[config.mk]
export PLATFORM = sky130hd
export DESIGN_NAME = dual_interval_timer
export DESIGN_NICKNAME = d
export VERILOG_FILES = /design/src/rtl/dit_pkg.sv /design/src/rtl/dit_channel.sv /design/src/rtl/dit_irq_vec.sv /design/src/rtl/dual_interval_timer.sv
export SDC_FILE = /design/constraint.sdc
export NUM_CORES = 1
export LEC_CHECK = 0
export BUFFER_PORTS_ARGS = -buffer_cell sky130_fd_sc_hd__buf_2
export CORE_MARGIN = 4
export CORE_UTILIZATION = 45
export CTS_CLUSTER_SIZE = 24
export DETAILED_ROUTE_END_ITERATION = 6
export GPL_ROUTABILITY_DRIVEN = 0
export PLACE_DENSITY = 0.7
export SYNTH_ARGS = -nofsm -noshare
export SYNTH_HDL_FRONTEND = slang
export SYNTH_SLANG_ARGS = --single-unit
[constraint.sdc]
create_clock -name clk -period 2.7 [get_ports clk]
set_input_delay 0.54 -clock clk [delete_from_list [all_inputs] [get_ports clk]]
set_output_delay 0.54 -clock clk [all_outputs]
set_load 0.01 [all_outputs]
[src/rtl/dit_pkg.sv]
package dit_pkg;

   typedef enum logic [1:0] {
      REG_RELOAD = 2'd0,
      REG_CTRL   = 2'd1,
      REG_ACK    = 2'd2,
      REG_SPARE  = 2'd3
   } dit_reg_e;

   localparam int CTRL_EN_BIT   = 7;
   localparam int CTRL_REP_BIT  = 6;
   localparam int CTRL_SLOW_BIT = 3;

endpackage

[src/rtl/dit_channel.sv]
module dit_channel
   import dit_pkg::*;
#(
   parameter int DATA_W = 32
) (
   input  logic              clk,
   input  logic              rst_n,
   input  logic              slow_tick,
   input  logic              wr_reload,
   input  logic              wr_ctrl,
   input  logic [DATA_W-1:0] wdata,
   output logic [DATA_W-1:0] reload_q,
   output logic [DATA_W-1:0] ctrl_q,
   output logic              fire,
   output logic              running
);

   logic [DATA_W-1:0] cnt_q;
   logic              slow_mode_q;
   logic              reload_diff;
   logic              en_change;
   logic              restart_req;
   logic              new_enable;
   logic              new_slow;
   logic              new_rep;
   logic [DATA_W-1:0] new_reload;
   logic              expire;

   function automatic logic [DATA_W-1:0] fast_len(input logic [DATA_W-1:0] v);
      return (v == '0) ? {{(DATA_W-1){1'b0}}, 1'b1} : v;
   endfunction

   always_comb begin
      reload_diff = wr_reload && (wdata != reload_q);
      en_change   = wr_ctrl && (wdata[CTRL_EN_BIT] != ctrl_q[CTRL_EN_BIT]);
      restart_req = reload_diff || en_change;
      new_enable  = wr_ctrl ? wdata[CTRL_EN_BIT]   : ctrl_q[CTRL_EN_BIT];
      new_slow    = wr_ctrl ? wdata[CTRL_SLOW_BIT] : ctrl_q[CTRL_SLOW_BIT];
      new_rep     = wr_ctrl ? wdata[CTRL_REP_BIT]  : ctrl_q[CTRL_REP_BIT];
      new_reload  = wr_reload ? wdata : reload_q;
      expire      = slow_mode_q ? slow_tick : (cnt_q == {{(DATA_W-1){1'b0}}, 1'b1});
      fire        = running && !restart_req && expire;
   end

   always_ff @(posedge clk) begin
      if (!rst_n) begin
         reload_q <= '0;
         ctrl_q   <= '0;
      end else begin
         if (wr_reload) reload_q <= wdata;
         if (wr_ctrl)   ctrl_q   <= wdata;
      end
   end

   always_ff @(posedge clk) begin
      if (!rst_n) begin
         running     <= 1'b0;
         slow_mode_q <= 1'b0;
         cnt_q       <= '0;
      end else if (restart_req) begin
         running     <= new_enable;
         slow_mode_q <= new_slow;
         cnt_q       <= fast_len(new_reload);
      end else if (fire) begin
         running     <= new_rep;
         slow_mode_q <= new_slow;
         cnt_q       <= fast_len(reload_q);
      end else if (running && !slow_mode_q) begin
         cnt_q <= cnt_q - 1'b1;
      end
   end

endmodule

[src/rtl/dit_irq_vec.sv]
module dit_irq_vec #(
   parameter int IRQ_W    = 16,
   parameter int IRQ_BASE = 8,
   parameter int NUM_CH   = 2
) (
   input  logic              clk,
   input  logic              rst_n,
   input  logic [NUM_CH-1:0] fire,
   input  logic [NUM_CH-1:0] ack,
   output logic [IRQ_W-1:0]  pending
);

   for (genvar b = 0; b < IRQ_W; b++) begin : g_bit
      if (b >= IRQ_BASE && b < IRQ_BASE + NUM_CH) begin : g_live
         always_ff @(posedge clk) begin
            if (!rst_n)                  pending[b] <= 1'b0;
            else if (fire[b - IRQ_BASE]) pending[b] <= 1'b1;
            else if (ack[b - IRQ_BASE])  pending[b] <= 1'b0;
         end
      end else begin : g_tied
         assign pending[b] = 1'b0;
      end
   end

endmodule

[src/rtl/dual_interval_timer.sv]
module dual_interval_timer
   import dit_pkg::*;
#(
   parameter int DATA_W   = 32,
   parameter int ADDR_W   = 4,
   parameter int NUM_CH   = 2,
   parameter int IRQ_W    = 16,
   parameter int IRQ_BASE = 8
) (
   input  logic              clk,
   input  logic              rst_n,
   input  logic              slow_tick,
   input  logic              wr_en,
   input  logic              rd_en,
   input  logic [ADDR_W-1:0] addr,
   input  logic [DATA_W-1:0] wdata,
   output logic [DATA_W-1:0] rdata,
   output logic [IRQ_W-1:0]  irq_pending
);

   localparam int CH_SEL_W = ADDR_W - 2;

   if (CH_SEL_W < 1 || NUM_CH > (1 << CH_SEL_W)) begin : g_bad_addr
      $error("dual_interval_timer: ADDR_W too small for NUM_CH");
   end
   if (IRQ_BASE + NUM_CH > IRQ_W) begin : g_bad_irq
      $error("dual_interval_timer: request bits exceed IRQ_W");
   end
   if (DATA_W <= CTRL_EN_BIT) begin : g_bad_data
      $error("dual_interval_timer: DATA_W too narrow for control bits");
   end

   logic [CH_SEL_W-1:0] ch_sel;
   dit_reg_e            reg_sel;
   logic [NUM_CH-1:0]   fire_vec;
   logic [NUM_CH-1:0]   run_vec;
   logic [NUM_CH-1:0]   ack_vec;
   logic [DATA_W-1:0]   reload_arr [NUM_CH];
   logic [DATA_W-1:0]   ctrl_arr   [NUM_CH];
   logic [DATA_W-1:0]   rd_mux;

   assign ch_sel  = addr[ADDR_W-1:2];
   assign reg_sel = dit_reg_e'(addr[1:0]);

   for (genvar c = 0; c < NUM_CH; c++) begin : g_ch
      logic hit;
      assign hit        = wr_en && (ch_sel == CH_SEL_W'(c));
      assign ack_vec[c] = hit && (reg_sel == REG_ACK);

      dit_channel #(.DATA_W(DATA_W)) u_chan (
         .clk       (clk),
         .rst_n     (rst_n),
         .slow_tick (slow_tick),
         .wr_reload (hit && (reg_sel == REG_RELOAD)),
         .wr_ctrl   (hit && (reg_sel == REG_CTRL)),
         .wdata     (wdata),
         .reload_q  (reload_arr[c]),
         .ctrl_q    (ctrl_arr[c]),
         .fire      (fire_vec[c]),
         .running   (run_vec[c])
      );
   end

   dit_irq_vec #(
      .IRQ_W    (IRQ_W),
      .IRQ_BASE (IRQ_BASE),
      .NUM_CH   (NUM_CH)
   ) u_irq (
      .clk     (clk),
      .rst_n   (rst_n),
      .fire    (fire_vec),
      .ack     (ack_vec),
      .pending (irq_pending)
   );

   always_comb begin
      rd_mux = '0;
      for (int c = 0; c < NUM_CH; c++) begin
         if (ch_sel == CH_SEL_W'(c)) begin
            if (reg_sel == REG_RELOAD)    rd_mux = reload_arr[c];
            else if (reg_sel == REG_CTRL) rd_mux = ctrl_arr[c];
         end
      end
   end

   always_ff @(posedge clk) begin
      if (!rst_n)     rdata <= '0;
      else if (rd_en) rdata <= rd_mux;
      else            rdata <= '0;
   end

endmodule

After elaboration in Yosys (flattened, before gate mapping)
Cells that the tools add are included.
{ "totals": {"inputBits": 41, "ff_bits": 230, "elab_cells": 99, "out_inout_bits": 48} }
{ "classes": {"n_reduce_logical": 37, "n_eq_ne": 9, "mux": 38, "n_addsub": 2} }
{ "ops": {"columns": ["op", "n"], "rows": [
  ["2-to-1 mux 32 bit", 18],
  ["zero test 32 bit", 4],
  ["== test 32 x 1 -> 1 bit (second input constant)", 2],
  ["inequality test 32 bit", 2],
  ["subtractor 32 x 1 -> 32 bit (second input constant)", 2],
  ["2-to-1 mux 1 bit", 20],
  ["logical AND 1 bit", 18],
  ["nonzero test 2 bit", 4],
  ["nonzero test 3 bit", 2],
  ["== test 2 x 1 -> 1 bit (second input constant)", 2],
  ["zero test 1 bit", 4],
  ["zero test 2 bit", 2],
  ["== test 2 bit (second input constant)", 1],
  ["logical OR 1 bit", 2],
  ["inequality test 1 bit", 2],
  ["AND reduction 2 bit", 1]
]} }

Logic depth before layout (Yosys ltp)
Gate-level depths: netlist of run 1.
{ "depth": {"ltp_word": 10, "mapped_depth": 12, "ltp_nobuf": 9} }

Hierarchy
A second synthesis of run 1 with hierarchy kept.
{ "unflattened": {"hier_cells": 1417, "area_unflattened_um2": 12609.6} }
{ "by_module_without_submodules": {"columns": ["mod", "n_inst", "seq_area_each_um2", "area_per_inst_um2", "cells_each"], "rows": [
  ["dit_channel", 2, 1961.9, 5266.3, 601],
  ["dual_interval_timer", 1, 640.6, 1885.6, 194],
  ["dit_irq_vec", 1, 40.0, 191.4, 21]
]} }

Worst setup path before layout of run 1
Ideal clock, no wire load.
{ "synth_path": {"kind": "reg-to-reg", "startpoint": "register g_ch[1].u_chan.cnt_q[22]", "endpoint": "register g_ch[1].u_chan.cnt_q[30]", "setup_ps": 119, "path_slack_ps": -16, "t_required_ps": 2581, "synth_period_minus_slack_ps": 2716, "n_path_buf": 1, "path_stages_with_launch": 9, "arrival_ps": 2597, "cell_sequence": "dfxtp_1 -> or4_4 -> or3_4 -> or4_4 -> buf_6 -> nand2_2 -> nor3_1 -> or2_2 -> o221a_2"} }
{ "synth_between": {"elab_chain_len": 5, "elab_cells_between_ends": 8, "classes_between": "1 x add/sub; 1 x eq/ne; 4 x mux; 2 x reduce/logical"} }
{ "synth_rtl": {"columns": ["element", "line", "text"], "rows": [
  ["from (decl)", "dit_channel.sv:18", "logic [DATA_W-1:0] cnt_q;"],
  ["from (signal assigned)", "dit_channel.sv:63", "cnt_q <= fast_len(new_reload);"],
  ["from (signal assigned)", "dit_channel.sv:67", "cnt_q <= fast_len(reload_q);"],
  ["from (signal assigned)", "dit_channel.sv:69", "cnt_q <= cnt_q - 1'b1;"],
  ["branches (longest 5 deep; another with subtractor 32 x 1 -> 32 bit)", null, null]
]} }
Parallel ways; which one is timed is not known. The select of a mux whose other input is x is not followed.
A chain may end at the register's enable or synchronous reset.

Final worst setup path of run 1
{ "layout_path": {"startpoint": "register g_ch[1].u_chan.cnt_q[22]", "endpoint": "register g_ch[1].u_chan.cnt_q[7]"} }
{ "layout_between": {"elab_chain_len": 5, "elab_cells_between_ends": 6, "classes_between": "1 x eq/ne; 3 x mux; 2 x reduce/logical"} }
{ "layout_rtl": {"columns": ["element", "line", "text"], "rows": [
  ["== test 32 x 1 -> 1 bit *", "dit_channel.sv:41", "expire = slow_mode_q ? slow_tick : (cnt_q == {{(DATA_W-1){1'b0}}, 1'b1});"],
  ["2-to-1 mux 1 bit *", "dit_channel.sv:41", null],
  ["logical AND 1 bit *", "dit_channel.sv:42", "fire = running && !restart_req && expire;"],
  ["2-to-1 mux 32 bit", "dit_channel.sv:64", "end else if (fire) begin"],
  ["2-to-1 mux 32 bit", "dit_channel.sv:60", "end else if (restart_req) begin"]
]} }
Mark *: on every way between the ends. The rest lies on a longest branch, timed or not.

==> impl_results.md, run 1 <==
* Result of the run: complete, but fails checks
* Failing checks: negative setup slack
* Die area at between 0.03 and 0.04 mm2
* Worst setup path class: reg2reg
* Data required time at the worst endpoint at between 3000 and 4000 ps
* Cell Rows at 60
* Number of storage elements in the synthesis netlist at 230
* Count of placed standard cells including taps at approximately 2000
* Post-Synth Adder-Cell Area at less than 1%
* Number of buffer and inverter stages on the critical path at 2
* Worst-case reg-to-reg path depth at 9
* RR Endpoint: g_ch[1].u_chan.cnt_q[7]
* Combined global-route utilization of all metal layers at between 20% and 30%
* Mean cell area of the mapped netlist at just under 8 um2
* Initial core utilization at 45.8%
* Combined area of all synthesized cells at ~0.012 mm2
* Placed wire-length estimate after detailed placement at 32100 um
* Final hold vios at 0
* Number of standard cells in the final layout excluding fillers at slightly above 2000
* EDFF count, synth at 0
* Port Buffer Count at 74
* Int Pwr at about 0.0064 W
* Setup repair after global routing missed its margin: true
* Routed length per instance at approximately 22 um
* Fill cell count at 2463
* Achievable clock frequency at ~360 MHz
* Total Wirelength at roughly 45000 um
* Post-CTS Hold Fix Bufs at 0
* Die Wd at roughly 170 um
* Power per unit of standard cell area at a little under 600 mW/mm2
* Number of CTS-inserted buffers at 27
* Grt total ovfl at 0
* # setup viols final at 5
* Final period demand of the worst path at around 2700 ps
* Commonest non-fill, non-tap cell in the layout: nand2_1
* Portion of netlist area occupied by mux cells at under 10%
* Clock insertion delay at the later pin of the skew report at between 500 and 600 ps
* Number of levels in the clock H-tree at 1
* Core Footprint at 0.0270 mm2
* Seq/Total Area, Yosys at between 30% and 40%
* Post-route setup slack at -49.6 ps
* Hold Crit Class: in2reg
* Overall via count from detail_route at 12900
* Worst-path clk slew at approximately 60 ps
* Simple-Gate Fraction of Synth Area at 22.9%
* Hold path endpoint: g_ch[0].u_chan.reload_q[22]
* Crit path capture type: register
* Setup slack of the worst register-to-register path at -50 ps
* Total power at 0.00886 W
* Syn Inst Count at 1567
* Number of buffers on the longest clock path at 3
* Iter 0 DRT Violations at roughly 1800
* Vias in the first global route at about 12000
* Commonest cells after routing, fill and taps aside: nand2_1, dfxtp_1, a21oi_1
* List of cells traversed by the critical path: or4_4, or3_4, or4_4, buf_6, and2_4, nand3_4, buf_12, nor2_1, a311oi_1
* Count of clock tree sinks at 230
* Root cell of the clock tree: clkbuf_16
* Synth Area in Compound Gates at 19.2%
* XOR/XNOR share of the synthesized area at around 7.6%
* Worst Path Arrival at between 3000 and 4000 ps
* Global-route wire length before repair at 70000 um
* Largest family of logic cells by synthesized area: simple AND/OR/NAND/NOR gates
* Most common cell type on the critical path: or4_4
* DR DRC count at 0
* Sequential cell fraction of total power at between 40% and 50%
* HP Start: wdata[22]
* Post-route clock period utilization at 102%
* Most common flop cell mapped by yosys: dfxtp_1
* CP max-delay cell: or4_4
* Pre-CTS setup slack at -164 ps
* Number of antenna violations at the first check in global routing at 1
* Chip height at 174 um
* Startpoint of the lowest-slack register-to-register path: g_ch[1].u_chan.cnt_q[22]
* Largest net degree at the start of global routing at 63
* Post-Layout Inst Area at between 0.015 and 0.02 mm2
* LEAKAGE at ~6.3 nW
* Number of top-level pins at between 80 and 90
* Final-report max-slew violation count at 0
* CTS tree: built
* Cell depth of the worst hold path at 3
* Post-synthesis async set-or-reset flop share at 0%
* Stage delay of the slowest cell on the critical path at between 500 and 600 ps
* Combinational cell fraction of total power at roughly 17%
* First-pass DRT Iterations at 5
* Layout overhead on the synthesized area at 22.0%
* Total number of nets in the final design at between 1500 and 2000
* Clock network power share at 42.7%
* Setup skew after layout at around 12 ps
* Switching pwr at around 0.0025 W
* Share of cells above drive strength 1 at 19.7%
* Crit path max-delay family: simple AND/OR/NAND/NOR gates
* Total of warnings raised by yosys at 0
* Critical-path maximum fanout at 8
* Worst-margin pin slew at 948 ps
* Netlist cell types at 77
* Post-DR vias/cell at slightly above 6
* Relative slew margins at between 30% and 40%
* Share of total power consumed by net switching at about 28%
* Max-cap check violation count at 0
* Category of the worst setup path launch point: register
* Placed cell area at 0.0139 mm2
* Worst vdd ir at around 420 uV
* Final ANT Viol Nets at 0
routing by layer:
layer	vias up	wire, um	global-route usage (%)
met1	6092	18200	39.1
met3	150	4490	4.71
met4	0	1940	11.4
li1	5867	-	-
met2	770	20500	44.8
met5	-	0	0
tightest hold or removal path: stages:
cell and delay [ps]:
buf_2 150, nand2_1 80, a21oi_1 50
final cells by class:
class | count | area, um2 | area share (%)
Inverter | 15 | 58.8 | 0.389
Timing Repair Buffer | 244 | 1840 | 12.2
Clock buffer | 40 | 825 | 5.46
Multi-Input combinational cell | 1189 | 7250 | 48.0
Antenna cell | 1 | 2.50 | 0.0166
Sequential cell | 230 | 4600 | 30.5
Tap cell | 341 | 427 | 2.82
Clock inverter | 9 | 101 | 0.671
Yosys cell counts (4+ instances only):
cell type	count	area share [%]
nand2_1	290	8.8
dfxtp_1	230	37
a21oi_1	164	6.6
clkbuf_1	111	3.4
nor2_1	90	2.7
xor2_1	85	6.0
mux2i_1	83	6.7
nor4_1	61	3.1
o21ai_0	43	1.7
and3_1	39	2.0
nor3_1	38	1.5
o22ai_1	35	1.8
nand3_1	26	1.1
xnor2_1	23	1.6
a211oi_1	15	0.91
buf_4	15	0.91
inv_1	14	0.42
nand4_1	14	0.71
buf_1	13	0.39
a311oi_1	12	0.85
a221oi_1	11	0.78
a2bb2oi_1	10	0.71
o31ai_1	10	0.61
a221o_1	8	0.65
and2_1	8	0.40
or4_1	8	0.49
o21a_1	7	0.42
o221ai_1	7	0.50
a211oi_2	6	0.61
o41ai_1	6	0.42
or3_1	6	0.30
a22oi_1	5	0.30
nor2b_1	5	0.25
buf_6	4	0.36
ha_1	4	0.40
nand2b_1	4	0.20
o221a_2	4	0.36
flip-flops by register name, summed over array words and instances, names as in the netlist:
name / cells
rdata: 32
g_ch.u_chan.cnt_q: 64
g_ch.u_chan.slow_mode_q: 2
g_ch.u_chan.reload_q: 64
u_irq.pending: 2
g_ch.u_chan.running: 2
g_ch.u_chan.ctrl_q: 64
metrics by stage:
| stage | setup TNS (ps) | hold slack (ps) | utilization, % |
|---|---|---|---|
| global placement | -1570 | 441 | 51.5 |
| detailed placement | -2370 | 448 | 51.5 |
| CTS | 0 | 325 | 55.0 |
| floorplan | -16.0 | 436 | - |
| global route | -1440 | 352 | 55.9 |
| finish | -84.3 | 338 | 55.9 |
cell families after synthesis:
group                    count (synthesis)
XOR/XNOR                               108
other                                    1
AO/OA/AOI/OAI                          370
multiplexers                            85
buffers and inverters                  161
AND/OR/NAND/NOR                        608
adder cells (fa/ha/maj)                  4
flip-flops                             230
power by group through the flow:
stage                     logic, W  registers, W  clock network [W]
after floorplan           0.000979       0.00359                  0
after global routing       0.00164       0.00355            0.00395
after detailed placement   0.00144       0.00362                  0
after CTS                  0.00145       0.00354            0.00380
after global placement     0.00143       0.00361                  0
final                      0.00153       0.00355            0.00379
how the worst max path moves through the flow:
stage	startpoint	end	slack, ps	cells past startpoint
2_1_floorplan	g_ch[1].u_chan.cnt_q[22]	g_ch[1].u_chan.cnt_q[30]	-20	8
3_5_place_dp	wdata[1]	g_ch[0].u_chan.cnt_q[6]	-160	9
6_report	g_ch[1].u_chan.cnt_q[22]	g_ch[1].u_chan.cnt_q[7]	-50	9
5_1_grt	g_ch[1].u_chan.cnt_q[22]	g_ch[1].u_chan.cnt_q[16]	-120	9
3_3_place_gp	wdata[1]	g_ch[0].u_chan.cnt_q[6]	-150	9
4_1_cts	g_ch[1].u_chan.cnt_q[22]	g_ch[1].u_chan.cnt_q[16]	2	9
repair_timing:
item / in CTS / in global routing
pin swaps: 1 / 21
gates cloned: 0 / 1
resized for setup: 3 / 31
setup buffers: 0 / 10
endpoints found under the setup margin: 16 / 36
No activity file was read; power rests on OpenSTA's default activity.
==> run 2, diff against run 1 <==
==> constraint.sdc (replaced) <==
create_clock -name clk -period 2.7 [get_ports clk]
set_input_delay 0.405 -clock clk [delete_from_list [all_inputs] [get_ports clk]]
set_output_delay 0.405 -clock clk [all_outputs]
set_load 0.01 [all_outputs]
==> run 2 against run 1 <==
Net effect: the flow now finishes without violations; utilization is 1.3 points lower; via count is 1.2% lower; highest routed layer unchanged; global-route usage is 0.76 points lower; hold slack worse by 150 ps; design area is 2.3% lower; final cell count is 0.97% lower; routed wire length is 1.8% lower; power is 3.0% lower.
==> impl_results.md, run 2 (synthesis gave the netlist of run 1 again) <==
* Fill cell count at 2485 (+0.89%)
* Category of the worst setup path launch point: register
* Number of top-level pins at 89 (unchanged)
* Achievable clock frequency at 377 MHz (+3.7%)
* Worst-case reg-to-reg path depth at 8 (-1)
* CTS tree: built
* Commonest cells after routing, fill and taps aside: nand2_1, dfxtp_1, a21oi_1
* Hold path endpoint: g_ch[1].u_chan.reload_q[26]
* Global-route wire length before repair at 68400 um (-2.3%)
* Worst-margin pin slew at 1030 ps (+83.2 ps)
* Commonest non-fill, non-tap cell in the layout: nand2_1
* Sequential cell fraction of total power at 41.2% (+1.2 points)
* Initial core utilization at 45.8% (unchanged)
* Share of total power consumed by net switching at 28.6% (+0.58 points)
* Iter 0 DRT Violations at 1775 (+0.11%)
* Final-report max-slew violation count at 0 (unchanged)
* Die Wd at 174 um (unchanged)
* HP Start: wdata[26]
* Final hold vios at 0 (unchanged)
* Number of antenna violations at the first check in global routing at 0 (-1)
* Number of levels in the clock H-tree at 1 (unchanged)
* Setup slack of the worst register-to-register path at 50 ps (+100 ps)
* Overall via count from detail_route at 12700 (-1.2%)
* Worst hold margin at 188 ps (-150 ps)
* Count of placed standard cells including taps at 1995 (-0.65%)
* Sum of negative setup slack at 0 ps (+84.3 ps)
* Worst-path clk slew at 60 ps (about the same)
* Int Pwr at 0.00614 W (-3.8%)
* Layout overhead on the synthesized area at 19.2%
* Post-route clock period utilization at 98.2% (-3.6 points)
* First-pass DRT Iterations at 6 (+1)
* RR Endpoint: g_ch[1].u_chan.cnt_q[26]
* # setup viols final at 0 (-5)
* Max-cap check violation count at 0 (unchanged)
* Post-route setup slack at 48.0 ps (+97.6 ps)
* Antenna Diode Count at 0 (-1)
* Hold Crit Class: in2reg
* Vias in the first global route at 12000 (-1.5%)
* Multi-input combinational cell area at 0.00718 mm2 (-0.88%)
* Root cell of the clock tree: clkbuf_16
* Critical-path maximum fanout at 10 (+2)
* Worst vdd ir at 317 uV (-24%)
* Crit path capture type: register
* Number of standard cells in the final layout excluding fillers at 2049 (-0.97%)
* Cell depth of the worst hold path at 3 (unchanged)
* Final ANT Viol Nets at 0 (unchanged)
* Final period demand of the worst path at 2650 ps (-97.6 ps)
* LEAKAGE at 6.09 nW (-2.6%)
* Clock insertion delay at the later pin of the skew report at 550 ps (about the same)
* Cell Rows at 60 (unchanged)
* Setup skew after layout at 14.0 ps (+2.05 ps)
* Worst Path Arrival at 3140 ps (-50 ps)
* Power per unit of standard cell area at 582 mW/mm2 (-0.68%)
* Pre-CTS setup slack at 1.22 ps (+166 ps)
* Data required time at the worst endpoint at 3180 ps (+40 ps)
* Startpoint of the lowest-slack register-to-register path: g_ch[1].u_chan.cnt_q[22]
* Number of CTS-inserted buffers at 26 (-3.7%)
* Chip height at 174 um (unchanged)
* Post-DR vias/cell at 6.21 (-0.27%)
* Number of buffers on the longest clock path at 3 (unchanged)
* Count of clock tree sinks at 230 (unchanged)
* Relative slew margins at 31.3% (-5.5 points)
* Biggest regs: g_ch.u_chan.cnt_q x64, g_ch.u_chan.ctrl_q x64, g_ch.u_chan.reload_q x64
* Total number of nets in the final design at 1733 (-1.1%)
* Largest net degree at the start of global routing at 72 (+14%)
* Share of cells above drive strength 1 at 17.9% (-1.8 points)
* Post-CTS Hold Fix Bufs at 0 (unchanged)
* DR DRC count at 0 (unchanged)
* Total Wirelength at 44400 um (-1.8%)
* Combined global-route utilization of all metal layers at 27.7% (-0.76 points)
* Switching pwr at 0.00246 W (-0.95%)
* Result of the run: completed
* Placed wire-length estimate after detailed placement at 31500 um (-1.7%)
* Core Footprint at 0.0270 mm2 (unchanged)
* Routed length per instance at 21.7 um (-0.87%)
* Worst setup path class: reg2reg
* Grt total ovfl at 0 (unchanged)
* Port Buffer Count at 74 (unchanged)
* Register Area at 0.00461 mm2 (about the same)
* Combinational cell fraction of total power at 17.2% (about the same)
* Clock network power share at 41.6% (-1.1 points)
* Die area at 0.0302 mm2 (unchanged)
## run 2: cell types whose count changed in the layout (fill, tap and decap cells not counted), moves of 3 or more
| cell | change |
|---|---|
| nor4_2 | -4 |
| buf_12 | -6 |
| buf_4 | -7 |
| a21oi_1 | +4 |
| clkbuf_8 | -4 |
| nor4_1 | +4 |
| clkbuf_1 | +4 |
| buf_6 | -5 |
| a21oi_2 | -3 |
## run 2: area by class of cell
cell class / instances / share of cell area (%)
multi-input cells: 1189 / 48.7
inverters: 15 / 0.399
clock inverters: 8 / 0.458
repair buffers: 226 / 11.1
flip-flops and latches: 230 / 31.2
clock buffers: 40 / 5.32
well taps: 341 / 2.89
## run 2: timing repair
action	CTS	global route
hold endpoints to repair	0	0
pin swaps	1	0
endpoints found under the setup margin	2	14
gates cloned	0	2
setup buffers	0	4
resized for setup	1	11
## run 2: critical path: stages (launching register included)
cell       delay, ps
dfxtp_2          320
or4_4            530
or3_4            350
or4_4            480
a22oi_2          200
and2_4           220
clkbuf_16        170
a221o_1          140
o2111a_1         180
## run 2: metrics by stage
step | cell area [um2] | power, W | util [%]
floorplan | 12400 | 0.00457 | -
global placement | 13800 | 0.00500 | 50.9
detailed placement | 13800 | 0.00503 | 50.9
CTS | 14600 | 0.00856 | 54.1
global route | 14800 | 0.00887 | 54.6
finish | 14800 | 0.00860 | 54.6
## run 2: per-layer routing
layer / global-route usage [%] / part of all wire [%]
met5: 0 / 0
met3: 4.41 / 9.7
met1: 37.4 / 40
met2: 45.1 / 46
met4: 10.2 / 4.2
## run 2: worst max path at each step
stage	slack, ps	endpoint	from	depth (start not counted)
floorplan	20	g_ch[1].u_chan.cnt_q[30]	g_ch[1].u_chan.cnt_q[22]	8
global placement	50	g_ch[1].u_chan.cnt_q[27]	g_ch[1].u_chan.cnt_q[22]	8
detailed placement	1	g_ch[1].u_chan.cnt_q[15]	g_ch[1].u_chan.cnt_q[22]	8
CTS	50	g_ch[1].u_chan.cnt_q[15]	g_ch[1].u_chan.cnt_q[22]	8
global route	-10	g_ch[1].u_chan.cnt_q[3]	g_ch[1].u_chan.cnt_q[1]	10
finish	50	g_ch[1].u_chan.cnt_q[26]	g_ch[1].u_chan.cnt_q[22]	8
## run 2: power by group through the flow
stage	Combinational, W	Sequential [W]	Clock [W]
floorplan	0.000979	0.00359	0
global placement	0.00139	0.00361	0
detailed placement	0.00141	0.00361	0
CTS	0.00143	0.00354	0.00360
global route	0.00158	0.00355	0.00374
finish	0.00148	0.00354	0.00358
